==> src/rtl/mon_ctrl_pkg.sv <==
package mon_ctrl_pkg;
  localparam int DW = 8;
  localparam int B_RUN    = 0;
  localparam int B_INT_EN = 1;
  localparam int B_INTCLR = 3;
  localparam int B_RSTREQ = 4;
  localparam int B_CICLR  = 6;
  localparam int B_INIT   = 7;
  localparam logic [DW-1:0] CFG_DEFAULT = 8'h08;
  localparam logic [DW-1:0] CFG_STORE   = 8'h6F;
  localparam int B_RST_EN = 7;
  localparam int B_SHDN   = 0;
endpackage

==> src/rtl/mon_cfg_reg.sv <==
module mon_cfg_reg
  import mon_ctrl_pkg::*;
(
  input  logic          clk_i,
  input  logic          rst_ni,
  input  logic          cfg_wr_i,
  input  logic          rsten_wr_i,
  input  logic [DW-1:0] wdata_i,
  output logic [DW-1:0] cfg_o,
  output logic [DW-1:0] rsten_o,
  output logic          init_o,
  output logic          pulse_req_o
);
  logic [DW-1:0] cfg_q, rsten_q;
  logic          init_q, init_req;

  assign init_req    = cfg_wr_i & wdata_i[B_INIT];
  assign pulse_req_o = cfg_wr_i & wdata_i[B_RSTREQ] & ~wdata_i[B_INIT] & rsten_q[B_RST_EN];

  always_ff @(posedge clk_i or negedge rst_ni) begin
    if (!rst_ni) begin
      cfg_q   <= CFG_DEFAULT;
      rsten_q <= '0;
      init_q  <= 1'b0;
    end else begin
      init_q <= init_req;
      if (init_req) begin
        cfg_q   <= CFG_DEFAULT;
        rsten_q <= '0;
      end else begin
        if (cfg_wr_i)   cfg_q   <= wdata_i & CFG_STORE;
        if (rsten_wr_i) rsten_q <= wdata_i;
      end
    end
  end

  assign cfg_o   = cfg_q;
  assign rsten_o = rsten_q;
  assign init_o  = init_q;


  init_single_chk: assert property (@(posedge clk_i) disable iff (!rst_ni)
    init_o |=> !init_o);

  init_defaults_chk: assert property (@(posedge clk_i) disable iff (!rst_ni)
    init_o |-> (cfg_q == CFG_DEFAULT && rsten_q == '0));

  cfg_unstored_chk: assert property (@(posedge clk_i) disable iff (!rst_ni)
    !cfg_q[B_INIT] && !cfg_q[B_RSTREQ]);
endmodule

==> src/rtl/mon_pulse_timer.sv <==
module mon_pulse_timer #(
  parameter int unsigned PULSE_CYCLES = 4_000_000
) (
  input  logic clk_i,
  input  logic rst_ni,
  input  logic start_i,
  output logic pulse_o
);
  localparam int CW = $clog2(PULSE_CYCLES + 1);
  logic [CW-1:0] cnt_q;

  always_ff @(posedge clk_i or negedge rst_ni) begin
    if (!rst_ni)                    cnt_q <= '0;
    else if (start_i && cnt_q == 0) cnt_q <= CW'(PULSE_CYCLES);
    else if (cnt_q != 0)            cnt_q <= cnt_q - 1'b1;
  end

  assign pulse_o = (cnt_q != 0);


  countdown_chk: assert property (@(posedge clk_i) disable iff (!rst_ni)
    pulse_o |=> cnt_q == CW'($past(cnt_q) - 1'b1));

  no_spurious_pulse_chk: assert property (@(posedge clk_i) disable iff (!rst_ni)
    (!pulse_o && !start_i) |=> !pulse_o);
endmodule

==> src/rtl/mon_test_reg.sv <==
module mon_test_reg
  import mon_ctrl_pkg::*;
(
  input  logic          clk_i,
  input  logic          rst_ni,
  input  logic          wr_i,
  input  logic [DW-1:0] wdata_i,
  output logic [DW-1:0] q_o
);
  logic [DW-1:0] q;

  always_ff @(posedge clk_i or negedge rst_ni) begin
    if (!rst_ni)   q <= '0;
    else if (wr_i) q <= wdata_i;
  end

  assign q_o = q;


  test_hold_chk: assert property (@(posedge clk_i) disable iff (!rst_ni)
    !wr_i |=> $stable(q));
endmodule

==> src/rtl/mon_ctrl_regs.sv <==
module mon_ctrl_regs
  import mon_ctrl_pkg::*;
#(
  parameter int unsigned   PULSE_CYCLES = 4_000_000,
  parameter logic [7:0]    CFG_ADDR     = 8'h40,
  parameter logic [7:0]    RSTEN_ADDR   = 8'h44,
  parameter logic [7:0]    TEST_ADDR    = 8'h15
) (
  input  logic       clk_i,
  input  logic       rst_ni,
  input  logic       wr_en_i,
  input  logic [7:0] addr_i,
  input  logic [7:0] wdata_i,
  output logic [7:0] rdata_o,
  output logic       monitor_run_o,
  output logic       low_power_o,
  output logic       int_en_o,
  output logic       int_clr_o,
  output logic       ci_clr_o,
  output logic       reset_pulse_o,
  output logic       analog_off_o,
  output logic       soft_init_o
);
  logic [DW-1:0] cfg, rsten, test;
  logic          cfg_wr, rsten_wr, test_wr, pulse_req;

  assign cfg_wr   = wr_en_i && addr_i == CFG_ADDR;
  assign rsten_wr = wr_en_i && addr_i == RSTEN_ADDR;
  assign test_wr  = wr_en_i && addr_i == TEST_ADDR;

  mon_cfg_reg i_cfg (
    .clk_i, .rst_ni,
    .cfg_wr_i(cfg_wr), .rsten_wr_i(rsten_wr), .wdata_i,
    .cfg_o(cfg), .rsten_o(rsten), .init_o(soft_init_o), .pulse_req_o(pulse_req)
  );

  mon_test_reg i_test (
    .clk_i, .rst_ni, .wr_i(test_wr), .wdata_i, .q_o(test)
  );

  mon_pulse_timer #(.PULSE_CYCLES(PULSE_CYCLES)) i_timer (
    .clk_i, .rst_ni, .start_i(pulse_req), .pulse_o(reset_pulse_o)
  );

  always_comb begin
    unique case (addr_i)
      CFG_ADDR:   rdata_o = cfg;
      RSTEN_ADDR: rdata_o = rsten;
      TEST_ADDR:  rdata_o = test;
      default:    rdata_o = '0;
    endcase
  end

  assign monitor_run_o = cfg[B_RUN] & ~cfg[B_INTCLR] & ~test[B_SHDN];
  assign low_power_o   = ~cfg[B_RUN];
  assign int_en_o      = cfg[B_INT_EN];
  assign int_clr_o     = cfg[B_INTCLR];
  assign ci_clr_o      = cfg[B_CICLR];
  assign analog_off_o  = test[B_SHDN];


  run_gate_chk: assert property (@(posedge clk_i) disable iff (!rst_ni)
    monitor_run_o |-> (!test[B_SHDN] && !int_clr_o && !low_power_o));

  shutdown_keeps_cfg_chk: assert property (@(posedge clk_i) disable iff (!rst_ni)
    (test_wr && !cfg_wr) |=> $stable(cfg));
endmodule

==> config.mk <==
export PLATFORM = sky130hd
export DESIGN_NAME = mon_ctrl_regs
export DESIGN_NICKNAME = d
export VERILOG_FILES = /design/src/rtl/mon_ctrl_pkg.sv /design/src/rtl/mon_cfg_reg.sv /design/src/rtl/mon_pulse_timer.sv /design/src/rtl/mon_test_reg.sv /design/src/rtl/mon_ctrl_regs.sv
export SDC_FILE = /design/constraint.sdc
export NUM_CORES = 1
export LEC_CHECK = 0
export ABC_AREA = 1
export ABC_CLOCK_PERIOD_IN_PS = 1440
export BUFFER_PORTS_ARGS = -buffer_cell sky130_fd_sc_hd__buf_4
export CAP_MARGIN = 25
export CELL_PAD_IN_SITES_DETAIL_PLACEMENT = 1
export CELL_PAD_IN_SITES_GLOBAL_PLACEMENT = 1
export CORE_ASPECT_RATIO = 0.5
export CORE_MARGIN = 1.5
export CORE_UTILIZATION = 29
export DETAILED_ROUTE_END_ITERATION = 7
export GPL_TIMING_DRIVEN = 0
export PLACE_DENSITY = 0.64
export SLEW_MARGIN = 20
export SYNTH_ARGS = -nofsm -noshare
export SYNTH_HDL_FRONTEND = slang
export SYNTH_SLANG_ARGS = --single-unit
==> constraint.sdc <==
create_clock -name clk_i -period 1.44 [get_ports clk_i]
set_input_delay 0.288 -clock clk_i [delete_from_list [all_inputs] [get_ports clk_i]]
set_output_delay 0.288 -clock clk_i [all_outputs]
set_load 0.02 [all_outputs]
==> flow_summary.yaml <==
timing:
  fin_crit_sh: 1.26
  worst_slew_pin_slew_ns: 0.623
  layout_setup_ws_ns: -0.367
  tns_ns: -7.37
  setup-violations-final: 36
  report.final.slew_viol_count: 0
  hold_ws_ns: 0.0145
  rsz0062_at_grt: "yes"
  hold_viol_final: 0
  min_period_ns: 1.81
  clock_skew_ns: 0.00768
  max_freq_ghz: 0.553
  slew_headroom: 0.585
yosys:
  synth_warnings: 0
  syn-cell-area_um2: 2490
  avgSynthCellArea_um2: 8.29
  yosysUniqueCellTypes: 36
  syn_inst: 300
  synthesis.nets: 320
  ys_seq_area_frac: 0.453
  ys_ff_latch: 45
clocking:
  tritoncts: "done"
  cts_buffer_depth: 2
  cts_sinks: 45
  cts.clk_slew.worst_paths_ns: 0.07
  cts_buffers: 5
  clk_latency_ns: 0.29
  cts_max_level: 2
  root_buffer: "clkbuf_16"
  cts_hold_buf: 0
placement:
  dp_hpwl_mm: 4.82
  io_buffers: 34
  gp_congestion: 0.786
layout:
  final_nets: 418
  drive_gt1_frac: 0.504
  num_antenna_cells: 0
  area_growth_pct: 59.1
  n_fill_cell: 934
die:
  core_um2: 8140
  die_x_um: 134
  start_util: 0.305
  rows: 23
  die_area_um2: 9170
  dieHeight_um: 68.5
  ioPinCount: 35
route:
  post_drt_wl_per_cell_um: 16.5
  first_pass_iters: 4
  wirelength_mm: 8.46
  antenna_left: 0
  drcViolationCount: 0
  drt_iter0_drc: 43
  viasPerCell: 4.76
  vias: 2432
outcome:
  status: "finished, violations left"
  violations: "setup timing"
grt:
  grt_pass1_vias: 2526
  gr-max-usage-layer: "met2"
  met2_usage: 0.348
  grt_use_met1: 0.198
  antenna_found_initial: 0
  met3_usage: 0.0311
  grt_overflow_total: 0
  grt_usage: 0.177
  grt_pass1_wl_mm: 12.3
  grt_max_degree: 46
worst_setup_path:
  r2r_end: "i_timer.cnt_q[18]"
  required_ns: 1.15
  startpoint_type: "flip-flop"
  reg2reg_setup_slack_ns: -0.35
  r2r-start: "i_timer.cnt_q[9]"
  critPathKind: "reg -> out"
  arrival_ns: 1.52
  end_kind: "primary output"
  cp_max_fo: 3
  reg2reg_depth: 12
pwr:
  ir_drop_mv: 0.461
  power_density_nw_per_um2: 752
  power.leakage_nw: 1.91
  p_sw_mw: 0.687
  power_frac_comb: 0.089
  seqPwrFrac: 0.448
  p_clk_frac: 0.463
  internal-power_mw: 2.29
  netSwitchingFraction: 0.231
job:
  drv_cap: 0
hold_path:
  hold_path.class: "in -> async"
-- synth_stat cells, drive strengths merged --
cell	number	share of area
nand4	6	0.021
nand2	86	0.15
o21ai	22	0.047
a31oi	1	0.0025
nand3	15	0.044
o221ai	1	0.0035
a22oi	1	0.0030
nor2	41	0.086
or2	1	0.0025
dfstp	1	0.011
ha	1	0.0050
nand3b	4	0.012
xor2	4	0.017
xnor2	6	0.021
o31ai	1	0.0030
mux2i	1	0.0040
dfrtp	44	0.44
o211ai	6	0.018
nor3	5	0.019
inv	48	0.073
o22ai	3	0.0075
buf	2	0.0091
-- worst max path at each step --
stage                                 from           endpoint  slack, ns
after CTS                 i_timer.cnt_q[0]      reset_pulse_o      -0.28
after detailed placement         addr_i[4]         rdata_o[7]      -0.36
after global placement           addr_i[3]         rdata_o[1]      -0.30
after floorplan                  addr_i[4]         rdata_o[4]      -0.06
after global routing      i_timer.cnt_q[9]  i_timer.cnt_q[18]      -0.43
final                     i_timer.cnt_q[9]      reset_pulse_o      -0.37
-- metrics by stage --
stage                     power, mW  cell area [µm²]  instances  setup WS, ns  utilization
after global placement         1.56             2950        446        -0.296        0.362
after floorplan                1.45             2550        300       -0.0608            -
final                          2.97             3960        511        -0.367        0.486
after detailed placement       1.57             2950        446        -0.360        0.362
after global routing           3.07             3960        511        -0.429        0.486
after CTS                      2.97             3630        495        -0.276        0.445
-- flip-flops by register name (all words and copies together) (netlist names) --
name	flops
i_timer.cnt_q	22
i_cfg.rsten_o	8
i_cfg.init_o	1
i_test.q_o	8
i_cfg.cfg_o	6
-- cell usage in the layout, fill, tap and decap left out, drive strengths merged, types with 3 or more instances in the layout --
cell    netlist  final
buf           2     91
clkbuf        0      8
dfrtp        44     44
inv          48     48
nand2        86     86
nand3        15     15
nand3b        4      4
nand4         6      7
nor2         41     41
nor3          5      5
o211ai        6      6
o21ai        22     22
o22ai         3      3
xnor2         6      6
xor2          4      4
-- metal layers --
layer,up-vias,part of all wire
li1,1142,-
met1,1240,0.41
met2,33,0.55
met3,17,0.021
met4,0,0.021
met5,-,0
-- critical path: stages, from the launching register on --
cell and delay [ns]:
dfrtp_1 0.47, nor2_2 0.17, nand2_2 0.10, nor2_4 0.13, nand3_4 0.10, buf_8 0.13, buf_6 0.12
-- cell families (layout without fill, tap and decap cells) --
kind of cell	Yosys count	count (layout)	synth area share
compound gates	35	35	0.0851
xor+xnor	10	10	0.0383
fa+ha+maj	1	1	0.00503
buf+inv	50	148	0.0825
flops	45	45	0.453
mux	1	1	0.00403
simple gates	158	159	0.332
-- timing repair --
item	4_1_cts	5_1_grt
cloned	1	2
setup buffers	43	16
pin swaps	29	35
setup endpoints to repair	30	44
resized for setup	63	60
-- layout make-up --
| type | instances | area [µm²] | area share |
|---|---|---|---|
| Tap cell | 112 | 140 | 0.0354 |
| Timing Repair Buffer | 90 | 792 | 0.200 |
| Clock buffer | 7 | 143 | 0.0361 |
| Clock inverter | 1 | 30.0 | 0.00759 |
| Inverter | 48 | 214 | 0.0541 |
| Sequential cell | 45 | 1130 | 0.285 |
| Multi-Input combinational cell | 206 | 1480 | 0.375 |
| Buffer | 2 | 26.3 | 0.00664 |
-- power by group through the flow --
stage | clock network, mW | registers (mW) | logic [mW]
after floorplan | 0 | 1.36 | 0.0892
after global placement | 0 | 1.35 | 0.211
after detailed placement | 0 | 1.36 | 0.220
after CTS | 1.39 | 1.33 | 0.242
after global routing | 1.44 | 1.34 | 0.286
final | 1.38 | 1.33 | 0.264
Power figures use the tool's default switching activity.
